==> src/rtl/elf_pkg.sv <==
package elf_pkg;
  // Kind of cache access seen by the tracker.
  typedef enum logic {ACC_LOAD = 1'b0, ACC_STORE = 1'b1} acc_kind_e;

  // Low tag bits used as the table index.
  function automatic int unsigned idx_bits(input int unsigned entries);
    return (entries > 1) ? $clog2(entries) : 1;
  endfunction
endpackage

==> src/rtl/elf_word_marks.sv <==
module elf_word_marks #(
  parameter int LINES = 64,
  parameter int WORDS = 8,
  localparam int LINE_IW = elf_pkg::idx_bits(LINES),
  localparam int WORD_IW = elf_pkg::idx_bits(WORDS)
) (
  input  logic               clk,
  input  logic               rst,
  input  logic               clear,
  input  logic               set_en,
  input  logic [LINE_IW-1:0] line,
  input  logic [WORD_IW-1:0] word,
  output logic               mark
);
  logic [WORDS-1:0] marks [LINES];

  assign mark = marks[line][word];

  always_ff @(posedge clk) begin
    if (rst || clear) begin
      for (int i = 0; i < LINES; i++) marks[i] <= '0;
    end else if (set_en) begin
      marks[line][word] <= 1'b1;
    end
  end
endmodule

==> src/rtl/elf_pc_table.sv <==
module elf_pc_table #(
  parameter int ENTRIES = 16,
  parameter int TAG_W   = 20,
  parameter int PC_W    = 32,
  localparam int IW     = elf_pkg::idx_bits(ENTRIES),
  localparam int PT_W   = TAG_W - IW
) (
  input  logic             clk,
  input  logic             rst,
  input  logic             wr_en,
  input  logic [TAG_W-1:0] wr_tag,
  input  logic [PC_W-1:0]  wr_pc,
  input  logic [TAG_W-1:0] lk_tag,
  output logic             lk_hit,
  output logic [PC_W-1:0]  lk_pc
);
  logic [PC_W-1:0]  pc_mem [ENTRIES];
  logic [PT_W-1:0]  pt_mem [ENTRIES];
  logic [ENTRIES-1:0] vld;

  logic [IW-1:0] wr_idx, lk_idx;
  assign wr_idx = wr_tag[IW-1:0];
  assign lk_idx = lk_tag[IW-1:0];

  // Data arrays carry no reset so they can map to distributed RAM.
  always_ff @(posedge clk) begin
    if (wr_en) begin
      pc_mem[wr_idx] <= wr_pc;
      pt_mem[wr_idx] <= wr_tag[TAG_W-1:IW];
    end
  end

  always_ff @(posedge clk) begin
    if (rst) vld <= '0;
    else if (wr_en) vld[wr_idx] <= 1'b1;
  end

  // Asynchronous read sees the contents before this cycle's write.
  assign lk_pc  = pc_mem[lk_idx];
  assign lk_hit = vld[lk_idx] && (pt_mem[lk_idx] == lk_tag[TAG_W-1:IW]);
endmodule

==> src/rtl/elf_viol_list.sv <==
module elf_viol_list #(
  parameter int LIST_N = 8,
  parameter int PC_W   = 32,
  localparam int RR_W  = elf_pkg::idx_bits(LIST_N)
) (
  input  logic            clk,
  input  logic            rst,
  input  logic            ins_en,
  input  logic [PC_W-1:0] ins_pc,
  input  logic [PC_W-1:0] qry_pc,
  output logic            qry_hit
);
  logic [PC_W-1:0]   pcs [LIST_N];
  logic [LIST_N-1:0] vld;
  logic [LIST_N-1:0] ins_match, qry_match;
  logic [RR_W-1:0]   rr;
  logic              dup;

  for (genvar g = 0; g < LIST_N; g++) begin : g_cmp
    assign ins_match[g] = vld[g] && (pcs[g] == ins_pc);
    assign qry_match[g] = vld[g] && (pcs[g] == qry_pc);
  end

  assign dup     = |ins_match;
  assign qry_hit = |qry_match;

  always_ff @(posedge clk) begin
    if (ins_en && !dup) pcs[rr] <= ins_pc;
  end

  always_ff @(posedge clk) begin
    if (rst) begin
      vld <= '0;
      rr  <= '0;
    end else if (ins_en && !dup) begin
      vld[rr] <= 1'b1;
      rr      <= (rr == RR_W'(LIST_N - 1)) ? '0 : rr + 1'b1;
    end
  end
endmodule

==> src/rtl/exposed_load_filter.sv <==
module exposed_load_filter #(
  parameter int LINES   = 64,
  parameter int WORDS   = 8,
  parameter int TAG_W   = 20,
  parameter int PC_W    = 32,
  parameter int TBL_N   = 16,
  parameter int LIST_N  = 8,
  localparam int LINE_IW = elf_pkg::idx_bits(LINES),
  localparam int WORD_IW = elf_pkg::idx_bits(WORDS)
) (
  input  logic               clk,
  input  logic               rst,
  input  logic               acc_valid,
  input  logic               acc_store,
  input  logic [LINE_IW-1:0] acc_line,
  input  logic [TAG_W-1:0]   acc_tag,
  input  logic [WORD_IW-1:0] acc_word,
  input  logic [PC_W-1:0]    acc_pc,
  input  logic               epoch_clear,
  input  logic               viol_valid,
  input  logic [TAG_W-1:0]   viol_tag,
  input  logic               qry_valid,
  input  logic [PC_W-1:0]    qry_pc,
  output logic               ld_done,
  output logic               ld_exposed,
  output logic               qry_done,
  output logic               qry_hit
);
  import elf_pkg::*;

  logic is_load, is_store, word_mark, exposed;
  logic tbl_hit, list_hit;
  logic [PC_W-1:0] tbl_pc;

  assign is_load  = acc_valid && (acc_kind_e'(acc_store) == ACC_LOAD);
  assign is_store = acc_valid && (acc_kind_e'(acc_store) == ACC_STORE);
  assign exposed  = is_load && !word_mark;

  elf_word_marks #(.LINES(LINES), .WORDS(WORDS)) u_marks (
    .clk(clk), .rst(rst), .clear(epoch_clear), .set_en(is_store),
    .line(acc_line), .word(acc_word), .mark(word_mark)
  );

  elf_pc_table #(.ENTRIES(TBL_N), .TAG_W(TAG_W), .PC_W(PC_W)) u_table (
    .clk(clk), .rst(rst), .wr_en(exposed), .wr_tag(acc_tag), .wr_pc(acc_pc),
    .lk_tag(viol_tag), .lk_hit(tbl_hit), .lk_pc(tbl_pc)
  );

  elf_viol_list #(.LIST_N(LIST_N), .PC_W(PC_W)) u_list (
    .clk(clk), .rst(rst), .ins_en(viol_valid && tbl_hit), .ins_pc(tbl_pc),
    .qry_pc(qry_pc), .qry_hit(list_hit)
  );

  always_ff @(posedge clk) begin
    if (rst) begin
      ld_done    <= 1'b0;
      ld_exposed <= 1'b0;
      qry_done   <= 1'b0;
      qry_hit    <= 1'b0;
    end else begin
      ld_done    <= is_load;
      ld_exposed <= exposed;
      qry_done   <= qry_valid;
      qry_hit    <= qry_valid && list_hit;
    end
  end
endmodule

==> config.mk <==
export PLATFORM = sky130hd
export DESIGN_NAME = exposed_load_filter
export DESIGN_NICKNAME = d
export VERILOG_FILES = /design/src/rtl/elf_pkg.sv /design/src/rtl/elf_word_marks.sv /design/src/rtl/elf_pc_table.sv /design/src/rtl/elf_viol_list.sv /design/src/rtl/exposed_load_filter.sv
export SDC_FILE = /design/constraint.sdc
export NUM_CORES = 2
export LEC_CHECK = 0
export BUFFER_PORTS_ARGS = -buffer_cell sky130_fd_sc_hd__buf_2
export CAP_MARGIN = 20
export CORE_MARGIN = 2
export CORE_UTILIZATION = 63
export CTS_CLUSTER_DIAMETER = 80
export DETAILED_ROUTE_END_ITERATION = 7
export GPL_TIMING_DRIVEN = 0
export PLACE_DENSITY = 0.8
export SYNTH_ARGS = -nofsm -noshare
export SYNTH_HDL_FRONTEND = slang
export SYNTH_SLANG_ARGS = --single-unit
export TNS_END_PERCENT = 5
==> constraint.sdc <==
create_clock -name clk -period 12.8 [get_ports clk]
set_clock_uncertainty 0.15 [all_clocks]
set_input_delay 1.92 -clock clk [delete_from_list [all_inputs] [get_ports clk]]
set_output_delay 1.92 -clock clk [all_outputs]
set_load 0.01 [all_outputs]
==> run_results.csv <==
group,metric,value,unit
status,status,"complete, but fails checks",
status,violations,"slew limit",
route,viasPerCell,7.62,
clock_tree,post-cts-setup-buffers,0,
logic_synthesis,synth_top_area_cell,"edfxtp_1",
place,numPortBuffers,83,
floorplan,core,107000,sq um
grt,grtUsageTotal,50.3,%
hold_path,hold_path_depth,2,
clock_tree,numCtsBuffers,159,
clock_tree,cts_buffer_depth,3,
pwr,p_per_area,145,nW/um^2
route,wl_per_cell,40.3,microns
critical_path,r2r-end,"u_list.pcs[5][8]",
floorplan,placementRows,120,
logic_synthesis,syn_inst,5010,
floorplan,die_h,332,microns
route,drc,0,
logic_synthesis,synth.most_common_cell,"edfxtp_1",
cells_and_area,layout-drive-gt1-share,16.2,%
logic_synthesis,yosysUniqueCellTypes,92,
sta,rsz0062_at_grt,"no",
grt,grt_pass1_vias,50100,
sta,drv_slew,21,
clock_tree,path_clk_slew,60,ps
cells_and_area,nNetsFinal,5536,
route,final_antenna_net_count,0,
run,maxCapViolCount,0,
place,place_ws,1870,ps
clock_tree,numClockSinks,1567,
logic_synthesis,synthesis.nets,5132,
sta,hold_viol,0,
grt,grt_pass1_wl,387,mm
floorplan,dieArea,110000,sq um
logic_synthesis,synth_area_leaders,"edfxtp_1, dfxtp_1, mux4_2, xnor2_1, a22o_1",
pwr,ir_drop,0.238,mV
critical_path,cp-end-kind,"register",
critical_path,critPathMaxFanout,10,
critical_path,r2r_slack,5500,ps
place,place_congestion,1.03,
critical_path,required,13160,ps
clock_tree,htree_levels,4,
grt,grt_max_degree,33,
logic_synthesis,yosys_register_bits,1567,
cells_and_area,area_growth_syn_to_layout,14.9,%
sta,post-route-period-util,81.2,%
logic_synthesis,synth-edff-count,1024,
hold_path,hold_path_class,"register to register",
grt,grt_overflow,0,
logic_synthesis,synth-async-reset-ratio,0,%
hold_path,min_from,"u_marks.marks[1][3]",
logic_synthesis,synth.avg_cell_area,13.5,sq um
critical_path,crit_arrival,10760,ps
logic_synthesis,ys.flop_type,"edfxtp_1",
critical_path,worstReg2RegStart,"u_table.pc_mem[5][31]",
route,num_vias,53100,
critical_path,ff2ff_path_depth,13,
grt,antenna_found_initial,15,
sta,layout_min_cycle_time,10390,ps
clock_tree,holdBufCountCts,0,
pwr,p_leak,25.9,nW
clock_tree,cts_tree,"yes",
logic_synthesis,syn_area,67700,sq um
route,drtPass1Iterations,7,
sta,setup_slack,2410,ps
floorplan,io_pins,124,
sta,slew-limit-headroom,-7.90,%
clock_tree,postCtsResizedCells,0,
critical_path,start_kind,"input port",
place,dpl.hpwl,187,mm
clock_tree,clkLatencyLatePin,820,ps
clock_tree,clockRootBuffer,"clkbuf_16",
logic_synthesis,yosysWarnings,0,
sta,finalSetupTns,0,ps
sta,holdWs,304,ps
logic_synthesis,synth_commonest_cells,"edfxtp_1, dfxtp_1, nand2_1",
critical_path,criticalPathCategory,"input port to register",
route,drtIter0Drc,10400,
cells_and_area,final_cells,6967,
route,drt_wl_total,281,mm
floorplan,die_width,332,microns
logic_synthesis,synth_top_area_share,45.4,%
hold_path,holdPathEnd,"u_marks.marks[1][3]",
place,place_inst,6640,
floorplan,initial_core_util,63.3,%
logic_synthesis,ys_seq_area_share,61.5,%
sta,worst_pin_slew,1620,ps
sta,max_freq,96.2,MHz
sta,setup_viol,0,
critical_path,startpoint,"acc_line[1]",
flip-flops by register name, indices dropped and copies added (netlist names), 3 cells and up:
name	count
u_list.vld	8
u_table.pc_mem	512
u_table.vld	16
u_list.pcs	256
u_table.pt_mem	256
u_list.rr	3
u_marks.marks	512
kinds of logic after synthesis:
logic type	after synthesis	share of synthesized area, %
flops	1567	61.5
fa+ha+maj	2	0.0370
simple gates	1172	8.71
compound gates	1003	10.5
buf+inv	375	2.49
mux	419	10.6
xor+xnor	472	6.15
stage by stage:
stage / utilization, % / area (sq um) / total power, mW
finish: 72.8 / 77800 / 11.3
global route: 72.7 / 77700 / 11.4
CTS: 72.5 / 77500 / 11.2
detailed placement: 67.7 / 72300 / 6.54
global placement: 65.4 / 69900 / 6.46
floorplan: - / 67700 / 6.03
cell usage in the layout, fill, tap and decap left out, types with 115 or more instances in the layout:
cell and n:
nor2_1 148, dfxtp_1 543, edfxtp_1 1024, o21ai_0 304
clkbuf_1 275, a22o_1 270, buf_2 115, mux4_2 230
clkbuf_16 160, xor2_1 180, xnor2_1 288, nand2_1 452
how the worst max path moves through the flow:
stage,end,slack [ps],depth (start not counted)
floorplan,u_table.pc_mem[12][0],2760,12
global placement,u_table.pc_mem[4][15],-7260,12
detailed placement,u_table.pc_mem[0][14],1870,20
CTS,u_table.pc_mem[0][14],2630,20
global route,u_table.pc_mem[0][14],2620,21
finish,u_table.pc_mem[0][14],2410,21
worst max-delay path: stages:
cell       delay (ps)
buf_2             120
clkbuf_1          680
buf_1             860
clkbuf_1          460
buf_8             240
clkbuf_1          960
clkbuf_1          600
buf_8             250
a211o_1           120
o221ai_1          290
a22oi_1           250
o2111ai_1         170
o311ai_0          150
nand4_1           800
or3_1             620
clkbuf_1          310
nor3_2           1000
buf_8             270
buf_6             200
buf_6             190
buf_4             210
final cells by class:
type	count	area, sq um
diodes	16	40.0
plain buffers	335	1540
clock buffers	220	4420
clock inverters	75	790
fillers	6576	29100
inverters	40	150
multi-input cells	3068	24700
flip-flops and latches	1567	41600
well taps	1403	1760
repair buffers	243	2800
metal layers:
layer | share of wire (%) | GRT usage [%] | wire length (microns) | up-vias
met2 | 42 | 70.9 | 117000 | 5819
li1 | - | - | - | 20100
met4 | 7.6 | 30.5 | 21400 | 12
met3 | 16 | 19.6 | 46300 | 1294
met1 | 34 | 65.9 | 96300 | 25800
met5 | 0.025 | 0 | 69 | -
power breakdown:
part	internal [mW]	total, mW	switching, mW	leakage (nW)
logic	0.310	1.09	0.782	9.73
registers	5.42	5.43	0.0114	13.6
clock network	2.64	4.78	2.14	2.53
No activity file was read; power rests on OpenSTA's default activity.
